$ cat src/rtl/irRxPkg.sv
package irRxPkg;
  // strobes from control to datapath
  typedef struct packed {
    logic restart;  // new reception detected: clear packing state
    logic takeBit;  // store one sample now
    logic endWin;   // current bit window closes this cycle
    logic demod;    // demodulated sampling selected
    logic running;  // activity flag
    logic popReq;   // data register read
    logic clrOvr;   // write-one-clear of overrun
  } rxStrobes_t;
endpackage

$ cat src/rtl/irRxCtrl.sv
module irRxCtrl
  import irRxPkg::*;
#(
  parameter int DIV_W  = 16,
  parameter int CODE_W = 5,
  parameter int GAP_W  = 10,
  parameter int CNT_W  = 5
) (
  input  logic             clk,
  input  logic             rstN,
  input  logic             regWrEn,
  input  logic             regRdEn,
  input  logic [2:0]       regAddr,
  input  logic [7:0]       regWrData,
  output logic [7:0]       regRdData,
  input  logic             rawLvl,
  input  logic             carrierEvt,
  input  logic [7:0]       fifoHead,
  input  logic [CNT_W-1:0] fifoCount,
  input  logic             fifoFull,
  input  logic             fifoEmpty,
  input  logic             overrun,
  output logic [GAP_W-1:0] gapLimit,
  output rxStrobes_t       stb
);
  localparam int HALF_SHIFT = 1;

  logic             ctrlEn, ctrlDemod, rxActive;
  logic [DIV_W-1:0] divReg, phase;
  logic [7:0]       carrReg;
  logic             stopWr, detect, endWin, midHit;

  assign stopWr = regWrEn && regAddr == 3'd1 && regWrData[2];
  assign detect = ctrlEn && !rxActive && (ctrlDemod ? carrierEvt : !rawLvl);

  always_ff @(posedge clk or negedge rstN) begin
    if (!rstN) begin
      ctrlEn <= 1'b0; ctrlDemod <= 1'b0; divReg <= '0; carrReg <= '0;
    end else if (regWrEn) begin
      case (regAddr)
        3'd1: begin ctrlEn <= regWrData[0]; ctrlDemod <= regWrData[1]; end
        3'd2: divReg[7:0] <= regWrData;
        3'd3: divReg[DIV_W-1:8] <= regWrData[DIV_W-9:0];
        3'd4: carrReg <= regWrData;
        default: ;
      endcase
    end
  end

  always_ff @(posedge clk or negedge rstN) begin
    if (!rstN) rxActive <= 1'b0;
    else if (!ctrlEn || stopWr) rxActive <= 1'b0;
    else if (detect) rxActive <= 1'b1;
  end

  always_ff @(posedge clk or negedge rstN) begin
    if (!rstN) phase <= '0;
    else if (detect) phase <= '0;
    else if (rxActive) phase <= (phase == divReg) ? '0 : phase + 1'b1;
  end

  assign endWin = rxActive && phase == divReg;
  assign midHit = rxActive && phase == (divReg >> HALF_SHIFT);

  always_comb begin
    logic [GAP_W-1:0] base;
    base     = GAP_W'(carrReg[CODE_W-1:0]) + 1'b1;
    gapLimit = carrReg[CODE_W] ? base : (base << 3);
  end

  always_comb begin
    stb.restart = detect;
    stb.endWin  = endWin;
    stb.takeBit = ctrlDemod ? endWin : midHit;
    stb.demod   = ctrlDemod;
    stb.running = rxActive;
    stb.popReq  = regRdEn && regAddr == 3'd0;
    stb.clrOvr  = regWrEn && regAddr == 3'd5 && regWrData[2];
  end

  always_comb begin
    case (regAddr)
      3'd0: regRdData = fifoHead;
      3'd1: regRdData = {5'd0, rxActive, ctrlDemod, ctrlEn};
      3'd2: regRdData = divReg[7:0];
      3'd3: regRdData = divReg[DIV_W-1:8];
      3'd4: regRdData = carrReg;
      3'd5: regRdData = 8'({fifoCount, overrun, fifoFull, ~fifoEmpty});
      default: regRdData = 8'd0;
    endcase
  end

  // no activity while disabled
  p_enable_gate_r1: assert property (@(posedge clk) disable iff (!rstN)
    !ctrlEn |=> !rxActive);
  // a stop write always ends reception
  p_stop_clears_r7: assert property (@(posedge clk) disable iff (!rstN)
    stopWr |=> !rxActive);
  // flag rises only while enabled
  p_rise_enabled_r6: assert property (@(posedge clk) disable iff (!rstN)
    $rose(rxActive) |-> $past(ctrlEn));
endmodule

$ cat src/rtl/irRxDatapath.sv
module irRxDatapath
  import irRxPkg::*;
#(
  parameter int DEPTH = 16,
  parameter int GAP_W = 10,
  parameter int BITS  = 8
) (
  input  logic             clk,
  input  logic             rstN,
  input  logic             irInN,
  input  rxStrobes_t       stb,
  input  logic [GAP_W-1:0] gapLimit,
  output logic             rawLvl,
  output logic             carrierEvt,
  output logic [BITS-1:0]  fifoHead,
  output logic [$clog2(DEPTH):0] fifoCount,
  output logic             fifoFull,
  output logic             fifoEmpty,
  output logic             overrun
);
  localparam int AW    = $clog2(DEPTH);
  localparam int BCW   = $clog2(BITS);
  localparam logic [GAP_W-1:0] GAP_MAX = '1;

  logic irMeta, irSync, irPrev, fallEdge, edgeSeen, winHit, bitVal, pushReq;
  logic [GAP_W-1:0] gapCnt;
  logic [BITS-1:0]  shiftReg, pushByte;
  logic [BCW-1:0]   bitCnt;
  logic [BITS-1:0]  mem [DEPTH];
  logic [AW-1:0]    wrPtr, rdPtr;
  logic             doPush, doPop;

  always_ff @(posedge clk or negedge rstN) begin
    if (!rstN) begin irMeta <= 1'b1; irSync <= 1'b1; irPrev <= 1'b1; end
    else begin irMeta <= irInN; irSync <= irMeta; irPrev <= irSync; end
  end
  assign rawLvl   = irSync;
  assign fallEdge = irPrev && !irSync;

  always_ff @(posedge clk or negedge rstN) begin
    if (!rstN) begin gapCnt <= GAP_MAX; edgeSeen <= 1'b0; end
    else if (fallEdge) begin gapCnt <= GAP_W'(1); edgeSeen <= 1'b1; end
    else if (gapCnt != GAP_MAX) gapCnt <= gapCnt + 1'b1;
  end
  assign carrierEvt = fallEdge && edgeSeen && gapCnt <= gapLimit;

  always_ff @(posedge clk or negedge rstN) begin
    if (!rstN) winHit <= 1'b0;
    else if (stb.restart) winHit <= 1'b1;
    else if (stb.endWin) winHit <= 1'b0;
    else if (carrierEvt) winHit <= 1'b1;
  end

  assign bitVal   = stb.demod ? !(winHit || carrierEvt) : irSync;
  assign pushByte = {bitVal, shiftReg[BITS-1:1]};
  assign pushReq  = stb.takeBit && bitCnt == BCW'(BITS - 1);

  always_ff @(posedge clk or negedge rstN) begin
    if (!rstN) begin shiftReg <= '0; bitCnt <= '0; end
    else if (stb.restart) begin shiftReg <= '0; bitCnt <= '0; end
    else if (stb.takeBit) begin shiftReg <= pushByte; bitCnt <= bitCnt + 1'b1; end
  end

  assign fifoEmpty = fifoCount == '0;
  assign fifoFull  = fifoCount == (AW+1)'(DEPTH);
  assign doPush    = pushReq && !fifoFull;
  assign doPop     = stb.popReq && !fifoEmpty;
  assign fifoHead  = fifoEmpty ? '0 : mem[rdPtr];

  always_ff @(posedge clk) if (doPush) mem[wrPtr] <= pushByte;

  always_ff @(posedge clk or negedge rstN) begin
    if (!rstN) begin wrPtr <= '0; rdPtr <= '0; fifoCount <= '0; overrun <= 1'b0; end
    else begin
      if (doPush) wrPtr <= wrPtr + 1'b1;
      if (doPop)  rdPtr <= rdPtr + 1'b1;
      if (doPush && !doPop) fifoCount <= fifoCount + 1'b1;
      else if (doPop && !doPush) fifoCount <= fifoCount - 1'b1;
      if (pushReq && fifoFull) overrun <= 1'b1;
      else if (stb.clrOvr) overrun <= 1'b0;
    end
  end

  // occupancy bounded by depth
  p_count_bound_r9: assert property (@(posedge clk) disable iff (!rstN)
    fifoCount <= (AW+1)'(DEPTH));
  // byte completed into a full FIFO is dropped and flagged
  p_drop_when_full_r10: assert property (@(posedge clk) disable iff (!rstN)
    (pushReq && fifoFull && !stb.popReq) |=> ($stable(fifoCount) && overrun));
  // overrun stays until cleared
  p_ovr_sticky_r10: assert property (@(posedge clk) disable iff (!rstN)
    (overrun && !stb.clrOvr) |=> overrun);
  // samples are only taken during reception
  p_bits_when_active_r6: assert property (@(posedge clk) disable iff (!rstN)
    stb.takeBit |-> stb.running);
endmodule

$ cat src/rtl/irRxSampler.sv
module irRxSampler
  import irRxPkg::*;
#(
  parameter int DEPTH  = 16,
  parameter int DIV_W  = 16,
  parameter int CODE_W = 5,
  parameter int GAP_W  = 10
) (
  input  logic       clk,
  input  logic       rstN,
  input  logic       irInN,
  input  logic       regWrEn,
  input  logic       regRdEn,
  input  logic [2:0] regAddr,
  input  logic [7:0] regWrData,
  output logic [7:0] regRdData
);
  localparam int CNT_W = $clog2(DEPTH) + 1;

  rxStrobes_t       stb;
  logic             rawLvl, carrierEvt, fifoFull, fifoEmpty, overrun;
  logic [7:0]       fifoHead;
  logic [CNT_W-1:0] fifoCount;
  logic [GAP_W-1:0] gapLimit;

  irRxCtrl #(.DIV_W(DIV_W), .CODE_W(CODE_W), .GAP_W(GAP_W), .CNT_W(CNT_W)) uCtrl (
    .clk, .rstN, .regWrEn, .regRdEn, .regAddr, .regWrData, .regRdData,
    .rawLvl, .carrierEvt, .fifoHead, .fifoCount, .fifoFull, .fifoEmpty,
    .overrun, .gapLimit, .stb);

  irRxDatapath #(.DEPTH(DEPTH), .GAP_W(GAP_W), .BITS(8)) uData (
    .clk, .rstN, .irInN, .stb, .gapLimit, .rawLvl, .carrierEvt, .fifoHead,
    .fifoCount, .fifoFull, .fifoEmpty, .overrun);
endmodule

$ cat config.mk
export PLATFORM = sky130hd
export DESIGN_NAME = irRxSampler
export DESIGN_NICKNAME = d
export VERILOG_FILES = /design/src/rtl/irRxPkg.sv /design/src/rtl/irRxCtrl.sv /design/src/rtl/irRxDatapath.sv /design/src/rtl/irRxSampler.sv
export SDC_FILE = /design/constraint.sdc
export NUM_CORES = 1
export LEC_CHECK = 0
export BUFFER_PORTS_ARGS = -buffer_cell sky130_fd_sc_hd__buf_4
export CORE_ASPECT_RATIO = 0.9
export CORE_MARGIN = 5
export CORE_UTILIZATION = 40
export CTS_BUF_LIST = sky130_fd_sc_hd__clkbuf_16
export DETAILED_ROUTE_END_ITERATION = 10
export GPL_TIMING_DRIVEN = 0
export PLACE_DENSITY = 0.63
export SLEW_MARGIN = 30
export SYNTH_ARGS = -nofsm -noshare
export SYNTH_HDL_FRONTEND = slang
export SYNTH_SLANG_ARGS = --single-unit
$ cat constraint.sdc
create_clock -name clk -period 3.1 [get_ports clk]
set_input_delay 0.155 -clock clk [delete_from_list [all_inputs] [get_ports clk]]
set_output_delay 0.155 -clock clk [all_outputs]
set_load 0.01 [all_outputs]
Word-level counts from Yosys, hierarchy flattened
Memory sizes are Yosys's and may differ from the RTL's.
Index checks and enable logic that the tools add are counted.
{ "word_totals": {"word_cells": 107, "memories": 1, "inputBits": 16, "mem_bits_rw": 128, "regBits": 83, "output_inout_bits": 8} }
{ "memory_table": {"columns": ["memory", "words", "word_bits", "read_ports", "rd_ports_with_merged_regs", "write_ports", "line", "rtl"], "rows": [
  ["uData.mem", 16, 8, 1, 0, 1, "irRxDatapath.sv:29", "logic [BITS-1:0] mem [DEPTH];"]
]} }
{ "classes": {"addsub": 8, "eq_ne": 10, "n_mux": 26, "bitwise": 1, "reduce_logical": 41, "order_cmp": 1} }
{ "ops": {"columns": ["op", "count"], "rows": [
  ["$mux W16", 3],
  ["$pmux W8 S6", 1],
  ["$mux W10", 3],
  ["$mux W8", 3],
  ["$logic_and A1 B1 Y1", 18],
  ["$add A16 B1 Y16 const B", 1],
  ["$eq A16 B15 Y1", 1],
  ["$eq A16 B16 Y1", 1],
  ["$mux W1", 12],
  ["$reduce_bool A2 Y1", 6],
  ["$add A10 B1 Y10 const B", 1],
  ["$le A10 B10 Y1", 1],
  ["$mux W5", 2],
  ["$ne A10 B10 Y1 const B", 1],
  ["$eq A3 B3 Y1 const B", 3],
  ["$add A4 B1 Y4 const B", 2],
  ["$logic_not A1 Y1", 8],
  ["$reduce_and A2 Y1", 4],
  ["$add A5 B1 Y6 const B", 1],
  ["$eq A3 B2 Y1 const B", 2],
  ["$mux W3", 2],
  ["$add A5 B1 Y5 const B", 1],
  ["$eq A5 B5 Y1 const B", 1],
  ["$logic_not A5 Y1", 1],
  ["other kinds (7)", 8]
]} }

Longest topological paths before layout
Gate-level depths: netlist of the first run.
{ "depth": {"ltp_word": 9, "depth_mapped": 14, "ltp_nobuf": 13} }

Cells and area by module
A second synthesis of the first run with hierarchy kept.
{ "hier_totals": {"cells_unflattened": 718, "hier_area_um2": 10187.3} }
{ "by_module_without_submodules": {"columns": ["mod", "cells_each", "area_per_inst_um2", "n_inst", "seq_area_each_um2"], "rows": [
  ["irRxDatapath", 418, 7264.5, 1, 4835.9],
  ["irRxCtrl", 300, 2922.8, 1, 1076.0]
]} }

Worst setup path after synthesis of the first run
No wires, ideal clock.
{ "synth_path": {"path_kind": "register to register", "from": "register uCtrl.phase[2]", "to": "register uData.fifoCount[4]", "period_less_slack_ps": 2985, "path_buffers": 1, "path_stages_with_launch": 15, "slack_ps": 115, "required_ps": 2975, "setup_time_ps": 125, "arrival_time_ps": 2860, "cell_sequence": "dfrtp_1 -> buf_6 -> xnor2_1 -> nand4_1 -> nor4_4 -> a31o_4 -> and3_1 -> ha_1 -> inv_1 -> ha_1 -> a21o_1 -> a21oi_1 -> xnor2_1 -> nor2_1 -> xor2_1"} }
{ "synth_between": {"elab_chain_cells": 8, "word_cells_on_any_way": 12, "cone_classes": "2 x eq/ne; 2 x mux; 8 x reduce/logical"} }
{ "synth_lines": {"columns": ["element", "line", "rtl"], "rows": [
  ["start: declaration", "irRxCtrl.sv:29", "logic [DIV_W-1:0] divReg, phase;"],
  ["start signal: assignment", "irRxCtrl.sv:59", "else if (rxActive) phase <= (phase == divReg) ? '0 : phase + 1'b1;"],
  ["$eq A16 B15 Y1 or $eq A16 B16 Y1 (tied branches)", "irRxCtrl.sv:63, irRxCtrl.sv:62", null],
  ["$logic_and A1 B1 Y1 (on tied branches)", "irRxCtrl.sv:63, irRxCtrl.sv:62", null],
  ["$mux W1 *", "irRxCtrl.sv:74", "stb.takeBit = ctrlDemod ? endWin : midHit;"],
  ["$logic_and A1 B1 Y1 *", "irRxDatapath.sv:56", "assign pushReq = stb.takeBit && bitCnt == BCW'(BITS - 1);"],
  ["$logic_and A1 B1 Y1 *", "irRxDatapath.sv:66", "assign doPush = pushReq && !fifoFull;"],
  ["named net uData.doPush", "irRxDatapath.sv:31", "logic doPush, doPop;"],
  ["$logic_not A1 Y1", "irRxDatapath.sv:78", "else if (doPop && !doPush) fifoCount <= fifoCount - 1'b1;"],
  ["$logic_and A1 B1 Y1", "irRxDatapath.sv:78", null],
  ["$reduce_bool A2 Y1 (no line)", null, null],
  ["end signal: assignment", "irRxDatapath.sv:77", "if (doPush && !doPop) fifoCount <= fifoCount + 1'b1;"],
  ["end signal: assignment", "irRxDatapath.sv:78", null],
  ["end: declaration", "irRxDatapath.sv:16", "output logic [$clog2(DEPTH):0] fifoCount,"]
]} }
The timed path passes the listed nets; every way through them passes the cells marked *.
A chain may end at the register's enable or synchronous reset.

Final worst setup path of the first run
{ "layout_path": {"from": "register uData.rdPtr[1]", "to": "output regRdData[0]"} }
{ "layout_between": {"elab_chain_cells": 3} }
{ "layout_lines": {"columns": ["element", "line", "rtl"], "rows": [
  ["start: declaration", "irRxDatapath.sv:30", "logic [AW-1:0] wrPtr, rdPtr;"],
  ["start signal: assignment", "irRxDatapath.sv:76", "if (doPop) rdPtr <= rdPtr + 1'b1;"],
  ["$mem_v2 Z16 W8", null, null],
  ["$mux W8", "irRxDatapath.sv:68", "assign fifoHead = fifoEmpty ? '0 : mem[rdPtr];"],
  ["$pmux W8 S6", "irRxCtrl.sv:82", "case (regAddr)"],
  ["end: declaration", "irRxSampler.sv:16", "output logic [7:0] regRdData"]
]} }
Every way passes these cells.

==> flow_results.org, run 1 <==
** Layout
- Area of the multi-input gates :: 3884 sq um
- The layout has 2103 filler cells.
- Area of all placed cells without fillers :: 11490 sq um
- In the final layout, the share of cells above drive strength 1 is 0.2682.
- 0 antenna diodes ended up in the layout.
- Layout Area Growth over Synthesis :: 16.35%
- Most frequent cells in the layout :: 128 x edfxtp_1, 59 x dfrtp_1, 40 x mux4_2, 40 x nor2_1
- Finished Layout Cells :: 1076
- The final layout contains 795 nets.
- Storage element area :: 5924 sq um
- Most common library cell in the layout ignoring fill and taps :: edfxtp_1
- At the end of the flow the core is filled with cells to 0.4726.

** Clock tree
- Clock network latency to the later pin of the worst-skew pair :: 0.49 ns
- CTS H-Tree Depth :: 1
- The clock passes through at most 3 buffers.
- Number of buffers created by CTS :: 23
- TritonCTS built the clock tree.
- The clock net in this run drives a total of 210 sinks.
- Master cell of the clock root buffer :: clkbuf_16
- After clock tree synthesis, the clock-pin slew on the worst setup and hold paths is 0.06 ns.

** Critical path
- Slowest stage cell on the critical path :: mux4_2
- Cell family with the largest share of critical-path delay :: multiplexers
- Crit path max fanout :: 10
- The setup path with the least slack is of type flip-flop to output port.
- At the worst endpoint, the arrival time is 2.82 ns.
- In this design, the critical path's most frequently occurring cell is mux4_2.
- Data on the critical path is required at its endpoint by 2.94 ns.
- For this run, the slowest stage of the critical path takes 0.50 ns.
- Walking the worst path, the cells encountered are clkbuf_2 -> clkbuf_4 -> mux4_2 -> mux4_2 -> nand2_1 -> o221ai_1 -> buf_4.
- Worst Setup Start Kind :: flip-flop
- CP bufs+invs :: 3
- The worst setup path is captured at an output port.

** Power and ir drop
- The share of total power dissipated in the clock network is 0.326.
- Pwr per Cell Area :: 649.7 nW/um^2
- The internal portion of the total power is 5.347 mW.
- Of the total power, the share spent switching nets is 0.2841.
- Of the total power, registers draw 0.457.
- Maximum vdd ir drop :: 0.4453 mV
- For this design the static power due to leakage is 4.163 nW.
- The share of total power dissipated in combinational logic is 0.217.
- In this run the power spent charging and discharging nets is 2.122 mW.

** STA
- Total of endpoints with negative setup slack in the final report :: 0
- Headroom to the max-slew limit :: 0.3483
- Setup slack on the critical path of the routed design comes to 0.1291 ns.
- The total count of max-transition violations in the final report is 0.
- Highest clock rate :: 336.6 MHz
- Transition at the pin with the smallest max-transition slack :: 0.9739 ns
- The hold violation count in the final report was 0.
- Portion of the clock cycle consumed by the worst path in the final layout :: 0.9584
- Final worst hold slack :: 0.03062 ns
- The smallest clock period supported by the final layout is computed as 2.971 ns.
- Worst Skew :: 0.009245 ns

** Hold path
- The worst hold path belongs to the class primary input to flip-flop.

** Synth
- In the synthesized netlist the async set-or-reset flop fraction comes to 0.3905.
- The Yosys step of the flow raised 0 warnings.
- Counting every instance in the synthesized netlist gives 688.
- Commonest register cell after synthesis :: edfxtp_1
- Counting flops with a built-in enable in the synthesized netlist gives 128.
- Library cells used by synthesis :: 55
- Combined area of all synthesized cells :: 9879 sq um
- When the netlist entered floorplanning its net count stood at 728.
- For this run, the register share of the synthesized area comes to 0.5984.
- In this run, synthesis produced a sequential element count of 210.
- A synthesized cell averages 14.36 sq um.

** Placement
- The placed instances occupy a cell area of 10490 sq um.
- The wire-length estimate of the detail-placed layout is 15220 um.
- The number of placed instances, taps included, is 1023.
- Count of buffers inserted at the top-level ports :: 23
- Pre-CTS setup slack :: -0.5689 ns
- Placer's final routability congestion estimate :: 0.8595

** Routing
- The first routing iteration left 442 violations.
- Wirelength per Cell :: 20.48 um
- Using the TritonRoute via totals, the vias-per-cell ratio works out to 5.477.
- In this run the remaining antenna-violating nets after routing total 0.
- The routed design has 22030 um of wire.
- Before antenna repair, the detailed router went through 5 iterations.
- In the routed design, unresolved DRC markers number 0.
- Count of vias placed by the detailed router :: 5893

** Floorplan
- Die X :: 175.7 um
- Placeable core region :: 24320 sq um
- Die height :: 159.1 um
- The initial utilization of the core area, before any placement, comes to 0.4062.
- The floorplan step defined a die boundary enclosing 27950 sq um.
- For this design the top-level I/O count stands at 24.
- The floorplan has 54 rows.

** Global route
- Vias in the first global route :: 6018
- Summed over all layers, the global routing overflow is 0.
- Global-route total usage across every layer :: 0.1567
- The first global-routing pass estimated 34780 um of wire.
- Largest net degree at the start of global routing :: 83
- The initial antenna violation count was 0.

** Run
- Count of max-cap constraint violations :: 0

** Outcome
- The run finished with clean final reports.
kinds of logic (layout without fill, tap and decap cells):
logic type	count (synthesis)	after routing	share of synthesized area
mux	86	86	0.1421
compound gates	64	64	0.04610
simple gates	190	190	0.1027
xor+xnor	62	62	0.05572
flops	210	210	0.5984
buf+inv	52	132	0.02381
fa+ha+maj	24	24	0.03116
registers in the layout (all words and copies together) (netlist names), 3 cells and up:
register and count:
uCtrl.divReg 16, uData.wrPtr 4, uData.fifoCount 5, uData.mem 128, uData.gapCnt 10, uCtrl.carrReg 8
uCtrl.phase 16, uData.bitCnt 3, uData.shiftReg 7, uData.rdPtr 4
cell type report:
| class | instances | area share |
|---|---|---|
| inverter | 13 | 0.004245 |
| buffer | 33 | 0.01731 |
| tap | 308 | 0.03353 |
| clock buffer | 23 | 0.05007 |
| timing repair buffer | 48 | 0.03407 |
| clock inverter | 15 | 0.007511 |
| multi-input combinational | 426 | 0.3379 |
| sequential | 210 | 0.5154 |
repair_timing:
item	4_1_cts	5_1_grt
hold endpoints to repair	99	0
setup endpoints to repair	142	51
buffers inserted	5	5
gates resized for setup	16	33
pin swaps	3	6
hold buffers	11	0
cell usage after synthesis (all sizes together) (3+ instances only):
master  instances  area share
a21o            5      0.0038
a21oi          17      0.0086
a221oi          3      0.0027
a22oi           6      0.0046
and2            4      0.0025
and3            6      0.0038
and4            3      0.0027
buf            14      0.0094
clkbuf         25      0.0095
dfrtp          69        0.17
dfstp          13       0.035
edfxtp        128        0.39
ha             23       0.029
inv            13      0.0049
mux2           31       0.036
mux2i          15       0.015
mux4           40       0.091
nand2          38       0.014
nand2b         10      0.0063
nand3          21       0.013
nand4          22       0.014
nor2           41       0.016
nor2b           8      0.0051
nor3           20       0.010
nor4            6      0.0053
o211a           3      0.0030
o21ai          13      0.0066
o221ai          5      0.0044
xnor2          46       0.042
xor2           16       0.014
power groups by stage:
stage	Combinational (mW)	Sequential [mW]	Clock [mW]
floorplan	1.13	3.35	0
global placement	1.48	3.44	0
detailed placement	1.50	3.44	0
CTS	1.56	3.39	2.49
global route	1.81	3.44	2.59
finish	1.62	3.41	2.43
worst reg2reg max path, cell delays in order, from the launching register on:
cell     delay (ns)
dfrtp_1        0.48
xnor2_1        0.20
nand4_1        0.17
nor4_4         0.36
a31o_4         0.22
and3_4         0.20
ha_4           0.15
inv_1          0.07
ha_1           0.32
a21o_1         0.18
a21oi_2        0.16
xnor2_1        0.13
nor2_1         0.07
xor2_1         0.15
final timing paths:
check / end / slack (ns) / start / depth (start not counted)
min in group asynchronous: uData.fifoCount[1] / 0.27 / rstN / 2
hold / removal: uData.overrun / 0.03 / regWrEn / 3
hold reg to reg: uData.rawLvl / 0.36 / uData.irMeta / 0
setup reg to reg: uData.fifoCount[4] / 0.14 / uCtrl.divReg[3] / 13
setup / recovery: regRdData[0] / 0.13 / uData.rdPtr[1] / 7
max in group asynchronous: uCtrl.phase[0] / 2.24 / rstN / 2
metrics by stage:
| step | setup TNS [ns] | total power [mW] |
|---|---|---|
| floorplan | 0 | 4.483 |
| global placement | -35.86 | 4.921 |
| detailed placement | -24.87 | 4.945 |
| CTS | 0 | 7.444 |
| global route | -0.02624 | 7.831 |
| finish | 0 | 7.469 |
metal layers:
metal  share of wire  vias to the layer above  track usage
li1                -                     2739            -
met1            0.48                     3022       0.2365
met2            0.46                      107       0.2439
met3           0.038                       25      0.02422
met4           0.015                        0      0.02906
met5               0                        -            0
No activity file was read; power rests on OpenSTA's default activity.
==> run 2: changes to the inputs <==
Settings changed: CAP_MARGIN set to 25, CORE_ASPECT_RATIO 0.9 to 0.6, CTS_CLUSTER_SIZE set to 14.
==> run 2 against run 1 <==
Net effect: fmax fell by 1.5%; clock skew rose by 0.0071 ns; worst setup slack got worse by 0.045 ns; sequential share of layout area rose by 0.093 points; global-route usage rose by 1.5 points; die area rose by 0.35%; final area fell by 0.35%; core utilization barely moved; sequential power rose by 1%; clock power barely moved; critical path depth rose by 7; largest power group unchanged.
==> flow_results.org, run 2 (synthesis results as in run 1) <==
** Outcome
- Outcome :: completed (unchanged)

** STA
- Transition at the pin with the smallest max-transition slack :: 0.9058 ns (was 0.9739 ns)
- Portion of the clock cycle consumed by the worst path in the final layout :: 0.9728 (was 0.9584)
- Headroom to the max-slew limit :: 0.3939 (was 0.3483)
- The number of failing setup endpoints in the final timing report is 0 (unchanged).
- The maximum clock skew at final layout came to 0.01634 ns (was 0.009245 ns).
- Count of final max-slew check failures :: 0 (unchanged)
- Final hold vios :: 0 (unchanged)
- The fmax was 331.6 MHz (was 336.6 MHz).
- Minimum period implied by the final worst setup slack :: 3.016 ns (was 2.971 ns)

** Layout
- The count of filler cells inserted in the layout is 2134 (was 2103).
- The leading cell type in the layout, fill and taps excluded was edfxtp_1 (unchanged).
- The number of flip-flops under the largest register name was 128 (unchanged).
- Area of all placed cells without fillers :: 11450 sq um (was 11490 sq um)
- Inserted Diodes :: 0 (unchanged)
- The area added between synthesis and finish is 15.94% (was 16.35%).
- The largest register by flop count is uData.mem (unchanged).
- Most frequent cells in the layout :: 128 x edfxtp_1, 67 x dfrtp_1, 44 x xnor2_1, 40 x mux4_2, 37 x nand2_1 (was 128 x edfxtp_1, 59 x dfrtp_1, 40 x mux4_2, 40 x nor2_1)
- The share of layout cells above drive strength 1 came to 0.2618 (was 0.2682).
- Top flop regs :: uData.mem x128, uCtrl.divReg x16, uCtrl.phase x16 (unchanged)
- Final #Nets :: 787 (was 795)

** Critical path
- Category of the worst setup path capture point :: flip-flop (was output port)
- Required time of the critical path :: 3.48 ns (was 2.94 ns)
- Worst Setup Start Kind :: flip-flop (unchanged)
- The launching element of the worst setup path is uCtrl.phase[10] (was uData.rdPtr[1]).
- The arrival time of data at the critical path endpoint is 3.39 ns (was 2.82 ns).
- The startpoint of the lowest-slack register-to-register path is uCtrl.phase[10] (was uCtrl.divReg[3]).
- Cell depth of the worst flop-to-flop path :: 14 (was 13)
- The type of the worst setup path is flip-flop to flip-flop (was flip-flop to output port).
- The maximum fanout count along the critical path was 8 (was 10).

** Routing
- Iter 0 DRT Violations :: 571 (was 442)
- The number of vias per cell after detailed routing was 5.590 (was 5.477).
- Remaining antenna violation count :: 0 (unchanged)
- The routed wire length came to 23940 um (was 22030 um).
- # DRC :: 0 (unchanged)
- Count of vias placed by the detailed router :: 6048 (was 5893)
- Count of TritonRoute iterations in the first routing pass :: 5 (unchanged)
- The average wire length per cell after detail routing was 22.13 um (was 20.48 um).

** Floorplan
- The die width is 212.9 um (was 175.7 um).
- Placeable core region :: 24220 sq um (was 24320 sq um)
- Initial standard-cell utilization of the core :: 0.4079 (was 0.4062)
- The die span in y is 131.7 um (was 159.1 um).
- Area enclosed by the die boundary :: 28050 sq um (was 27950 sq um)
- The number of placement rows is 44 (was 54).
- I/O Pins :: 24 (unchanged)

** Hold path
- Tightest Hold Check Type :: primary input to flip-flop (unchanged)
- The worst hold path cell count is 4 (was 3).
- The source of the worst hold timing path was regAddr[0] (was regWrEn).

** Power and ir drop
- The net load switching power is 2.216 mW (was 2.122 mW).
- The cell-internal power is 5.305 mW (was 5.347 mW).
- Static leakage :: 4.115 nW (was 4.163 nW)
- The power per cell area was 656.6 nW/um^2 (was 649.7 nW/um^2).
- The portion of total power attributed to combinational logic came to 0.217 (about the same).
- The switching power as a share of total power was 0.2947 (was 0.2841).
- The clock power share is 0.324 (was 0.326).
- Total power of the final layout :: 7.522 mW (was 7.469 mW)
- Sequential group share of total power :: 0.459 (was 0.457)
- The maximum vdd ir drop was 0.3611 mV (was 0.4453 mV).

** Global route
- Global-route total usage across every layer :: 0.1716 (was 0.1567)
- Number of antenna violations at the first check in global routing :: 0 (unchanged)
- The total grt overflow was 0 (unchanged).
- The global-route wire length before repair was 36950 um (was 34780 um).
- The via count of the first global-routing pass came to 5820 (was 6018).
- Largest net degree at the start of global routing :: 83 (unchanged)

** Clock tree
- Number of buffers created by CTS :: 20 (was 23)
- CTS H-Tree Depth :: 1 (unchanged)
- The clock-pin transition on the worst setup and hold timing paths is 0.07 ns (was 0.06 ns).
- The insertion delay to the later sink of the worst-skew pair was 0.51 ns (was 0.49 ns).
- The cell at the root of the clock tree was clkbuf_16 (unchanged).
- The number of clock sinks came to 210 (unchanged).
- Buffers from clock root to sink, at most :: 3 (unchanged)
- The CTS tree is built (unchanged).

** Run
- The number of max-cap violations is 0 (unchanged).

** Placement
- The routability congestion estimate from global placement is 0.8863 (was 0.8595).
- Hpwl dp :: 17130 um (was 15220 um)
- The area of placed instances came to 10520 sq um (was 10490 sq um).
- Count of buffers inserted at the top-level ports :: 23 (unchanged)
==> run 2: metrics by stage <==
step | hold WS, ns | util | cells | TNS [ns] | setup slack (ns)
6_report | 0.2073 | 0.4729 | 1082 | 0 | 0.08422
5_1_grt | 0.1996 | 0.4729 | 1082 | -0.0006488 | -0.0006488
4_1_cts | 0.1911 | 0.4701 | 1083 | 0 | 0.002309
3_5_place_dp | 0.2686 | 0.4341 | 1037 | -21.80 | -0.5495
3_3_place_gp | 0.2640 | 0.4316 | 1033 | -36.85 | -0.5569
2_1_floorplan | -0.1406 | - | 688 | 0 | 0.1149
==> run 2: final timing paths <==
kind	to	slack (ns)
min in group asynchronous	uCtrl.carrReg[7]	0.29
max in group asynchronous	uCtrl.carrReg[0]	2.20
hold / removal	uData.rdPtr[0]	0.21
hold reg to reg	uData.rawLvl	0.36
setup reg to reg	uData.fifoCount[4]	0.08
setup / recovery	uData.fifoCount[4]	0.08
==> run 2: repair_timing <==
| action | 4_1_cts | 5_1_grt |
|---|---|---|
| endpoints found under the hold margin | 100 | 0 |
| resized for setup | 27 | 17 |
| hold buffers | 12 | 0 |
| pin swaps | 5 | 4 |
| setup endpoints to repair | 119 | 50 |
| setup buffers | 3 | 2 |
==> run 2: layer usage <==
layer	share of wire	GRT usage
met5	0	0
met4	0.015	0.02913
met3	0.080	0.04067
met2	0.37	0.2007
met1	0.54	0.3095
==> run 2: power groups by stage <==
| stage | Combinational [mW] | Clock (mW) | Sequential (mW) |
|---|---|---|---|
| 5_1_grt | 1.81 | 2.61 | 3.46 |
| 6_report | 1.63 | 2.44 | 3.45 |
| 3_5_place_dp | 1.53 | 0 | 3.45 |
| 3_3_place_gp | 1.51 | 0 | 3.45 |
| 2_1_floorplan | 1.13 | 0 | 3.35 |
| 4_1_cts | 1.61 | 2.48 | 3.42 |
==> run 2: area by class of cell <==
type | count | area (sq um) | share of cell area
sequential | 210 | 5914 | 0.5163
multi-input combinational | 426 | 3886 | 0.3393
clock buffer | 21 | 525.5 | 0.04588
tap | 322 | 402.9 | 0.03517
timing repair buffer | 44 | 364.1 | 0.03179
buffer | 32 | 205.2 | 0.01791
clock inverter | 14 | 107.6 | 0.009394
inverter | 13 | 48.80 | 0.004260
==> run 2: worst max-delay path: stages, from the launching register on <==
cell and delay [ns]:
dfrtp_1 0.38, buf_6 0.15, xnor2_2 0.17, nand4_1 0.18, nor4_4 0.46, a31o_4 0.21, and3_4 0.22, ha_4 0.16
inv_2 0.06, ha_4 0.22, a21o_1 0.16, a21oi_2 0.15, xnor2_1 0.13, nor2_1 0.06, xor2_1 0.15
==> run 3: changes to the inputs <==
Settings changed: CTS_CLUSTER_DIAMETER set to 60, GPL_TIMING_DRIVEN 0 to 1.
==> run 3 against run 2 <==
Net effect: worst setup slack lost 0.011 ns; die area is the same; critical path type unchanged; first-iteration DRC count rose by 19%; largest power group unchanged; sequential power is essentially flat; clock skew is 0.0028 ns lower; via count grew 1.2%.
==> flow_results.org, run 3 (synthesis results as in run 1) <==
** Outcome
- Outcome: completed (unchanged).

** Layout
- Top flop regs: uData.mem x128, uCtrl.divReg x16, uCtrl.phase x16 (unchanged).
- The leading cell type in the layout, fill and taps excluded was edfxtp_1 (unchanged).
- The share of layout cells above drive strength 1 came to 0.2576 (was 0.2618).
- Layout Area Growth over Synthesis :: 14.55% (was 15.94%)
- The number of flip-flops under the largest register name was 128 (unchanged).
- Register name with the most flops :: uData.mem (unchanged)
- The final standard cell count with taps included and fillers excluded came to 1083 (was 1082).
- Final #Nets :: 788 (was 787)
- Inserted Diodes :: 0 (unchanged)
- Most frequent cells in the layout :: 128 x edfxtp_1, 65 x buf_4, 63 x dfrtp_1, 43 x xnor2_1, 41 x nor2_1 (was 128 x edfxtp_1, 67 x dfrtp_1, 44 x xnor2_1, 40 x mux4_2, 37 x nand2_1)

** Floorplan
- I/O Pins :: 24 (unchanged)
- Die height :: 131.7 um (unchanged)
- Placeable core region :: 24220 sq um (unchanged)
- The number of placement rows came to 44 (unchanged).
- The total die area is 28050 sq um (unchanged).
- The die width was 212.9 um (unchanged).
- The starting density of the core was 0.4079 (unchanged).

** STA
- The headroom to the max-slew limit is 0.4455 (was 0.3939).
- The maximum clock skew at final layout was 0.01350 ns (was 0.01634 ns).
- Portion of the clock cycle consumed by the worst path in the final layout :: 0.9765 (was 0.9728)
- Setup TNS :: 0 ns (unchanged)
- The hold violation count in the final report is 0 (unchanged).
- The final critical delay including setup and external delays came to 3.027 ns (was 3.016 ns).
- Count of final max-slew check failures :: 0 (unchanged)
- The number of failing setup endpoints in the final timing report is 0 (unchanged).
- Transition at the pin with the smallest max-transition slack :: 0.8317 ns (was 0.9058 ns)
- Highest clock rate :: 330.3 MHz (was 331.6 MHz)

** Routing
- # DRC :: 0 (unchanged)
- The routed wire length was 23990 um (was 23940 um).
- Count of vias placed by the detailed router :: 6120 (was 6048)
- The number of vias per cell after detailed routing was 5.651 (was 5.590).
- Count of TritonRoute iterations in the first routing pass :: 7 (was 5)
- The average wire length per cell after detail routing is 22.15 um (was 22.13 um).
- Iter 0 DRT Violations :: 679 (was 571)
- The final antenna-violating net count came to 0 (unchanged).

** Global route
- Global-route congestion overflow total :: 0 (unchanged)
- Vias in the first global route :: 6099 (was 5820)
- Largest net degree at the start of global routing :: 42 (was 83)
- The initial antenna violation count came to 0 (unchanged).
- The global-route wire length before repair came to 36800 um (was 36950 um).
- The overall track demand over capacity in global routing was 0.1689 (was 0.1716).

** Clock tree
- The number of H-tree levels came to 1 (unchanged).
- The number of clock sinks was 210 (unchanged).
- Master cell of the clock root buffer :: clkbuf_16 (unchanged)
- The clock-pin transition on the worst setup and hold timing paths is 0.07 ns (about the same).
- The insertion delay to the later sink of the worst-skew pair is 0.49 ns (was 0.51 ns).
- Clock tree from TritonCTS :: built (unchanged)
- Number of buffers created by CTS :: 19 (was 20)
- The maximum clock insertion buffer count was 3 (unchanged).

** Run
- Count of max-cap constraint violations :: 0 (unchanged)

** Placement
- Placed Cells incl. Taps :: 1038 (was 1037)
- Count of buffers inserted at the top-level ports :: 23 (unchanged)
- Hpwl dp :: 16740 um (was 17130 um)
- The routability congestion estimate from global placement was 0.9020 (was 0.8863).

** Critical path
- Arr. time, crit path :: 3.40 ns (was 3.39 ns)
- Worst Setup Start Kind :: flip-flop (unchanged)
- The capture point of the critical path is uData.fifoCount[4] (unchanged).
- FF-to-FF setup slack :: 0.07 ns (was 0.08 ns)
- Class of the most critical setup path :: flip-flop to flip-flop (unchanged)
- Launching element of the worst setup path :: uCtrl.divReg[8] (was uCtrl.phase[10])
- The startpoint of the lowest-slack register-to-register path is uCtrl.divReg[8] (was uCtrl.phase[10]).
- The worst path required time was 3.48 ns (about the same).
- FF-to-FF End :: uData.fifoCount[4] (unchanged)
- Cell depth of the worst flop-to-flop path :: 13 (was 14)
- Category of the worst setup path capture point :: flip-flop (unchanged)
- The maximum fanout count along the critical path is 4 (was 8).

** Power and ir drop
- Maximum vdd ir drop :: 0.3829 mV (was 0.3611 mV)
- Pwr per Cell Area :: 632.9 nW/um^2 (was 656.6 nW/um^2)
- Static leakage :: 4.146 nW (was 4.115 nW)

** Hold path
- The class of the tightest hold or removal check is primary input to flip-flop (unchanged).
run 3: worst min path at each step:
stage	start	end	slack [ns]	cells after the start
finish	regWrEn	uData.overrun	0.08	3
global route	regWrEn	uData.overrun	0.08	3
CTS	regWrEn	uData.overrun	0.06	3
detailed placement	rstN	uCtrl.phase[8]	0.18	1
global placement	rstN	uCtrl.phase[8]	0.17	1
floorplan	rstN	uCtrl.carrReg[0]	-0.14	0
run 3: cell type report:
type                       instances  area (sq um)
clock buffer                      19         475.5
clock inverter                    15         68.82
fill                            2121         12910
inverter                          13         48.80
multi-input combinational        426          3761
sequential                       210          5922
tap                              322         402.9
timing repair buffer              78         638.1
run 3: metal layers:
| layer | vias to the layer above | track usage | wire, um |
|---|---|---|---|
| li1 | 2718 | - | - |
| met1 | 3154 | 0.2736 | 11660 |
| met2 | 215 | 0.2414 | 10230 |
| met3 | 33 | 0.02830 | 1701 |
| met4 | 0 | 0.02948 | 394 |
| met5 | - | 0 | 0 |
run 3: where the power goes:
| part | switching (mW) | leakage (nW) | internal (mW) |
|---|---|---|---|
| Sequential | 0.327 | 2.16 | 3.15 |
| Clock | 1.00 | 0.310 | 1.12 |
| Combinational | 0.779 | 1.68 | 0.791 |
| Total | 2.11 | 4.15 | 5.06 |
run 3: timing repair:
item	CTS	global route
hold endpoints to repair	69	0
setup buffers	0	0
gates resized for setup	0	11
setup endpoints to repair	0	21
hold buffers	11	0
run 3: stage by stage:
stage	power, mW	hold WS [ns]	cell area, sq um	utilization	setup WS [ns]
after global placement	5.000	0.1748	10630	0.4388	0.1803
after floorplan	4.483	-0.1406	9879	-	0.1149
final	7.163	0.07710	11320	0.4672	0.07282
after detailed placement	5.064	0.1839	10630	0.4388	0.1072
after global routing	7.516	0.07533	11320	0.4672	-0.01706
after CTS	7.206	0.05658	11280	0.4658	0.03409
run 3: critical path, stage by stage, from the launching register on:
cell and delay, ns:
dfrtp_1 0.48, xnor2_1 0.19, nand4_1 0.20, nor4_4 0.40, a31o_4 0.21, and3_1 0.16
ha_1 0.20, inv_1 0.10, ha_1 0.33, a21o_1 0.18, a21oi_2 0.14, xnor2_1 0.12
nor2_1 0.07, xor2_1 0.14
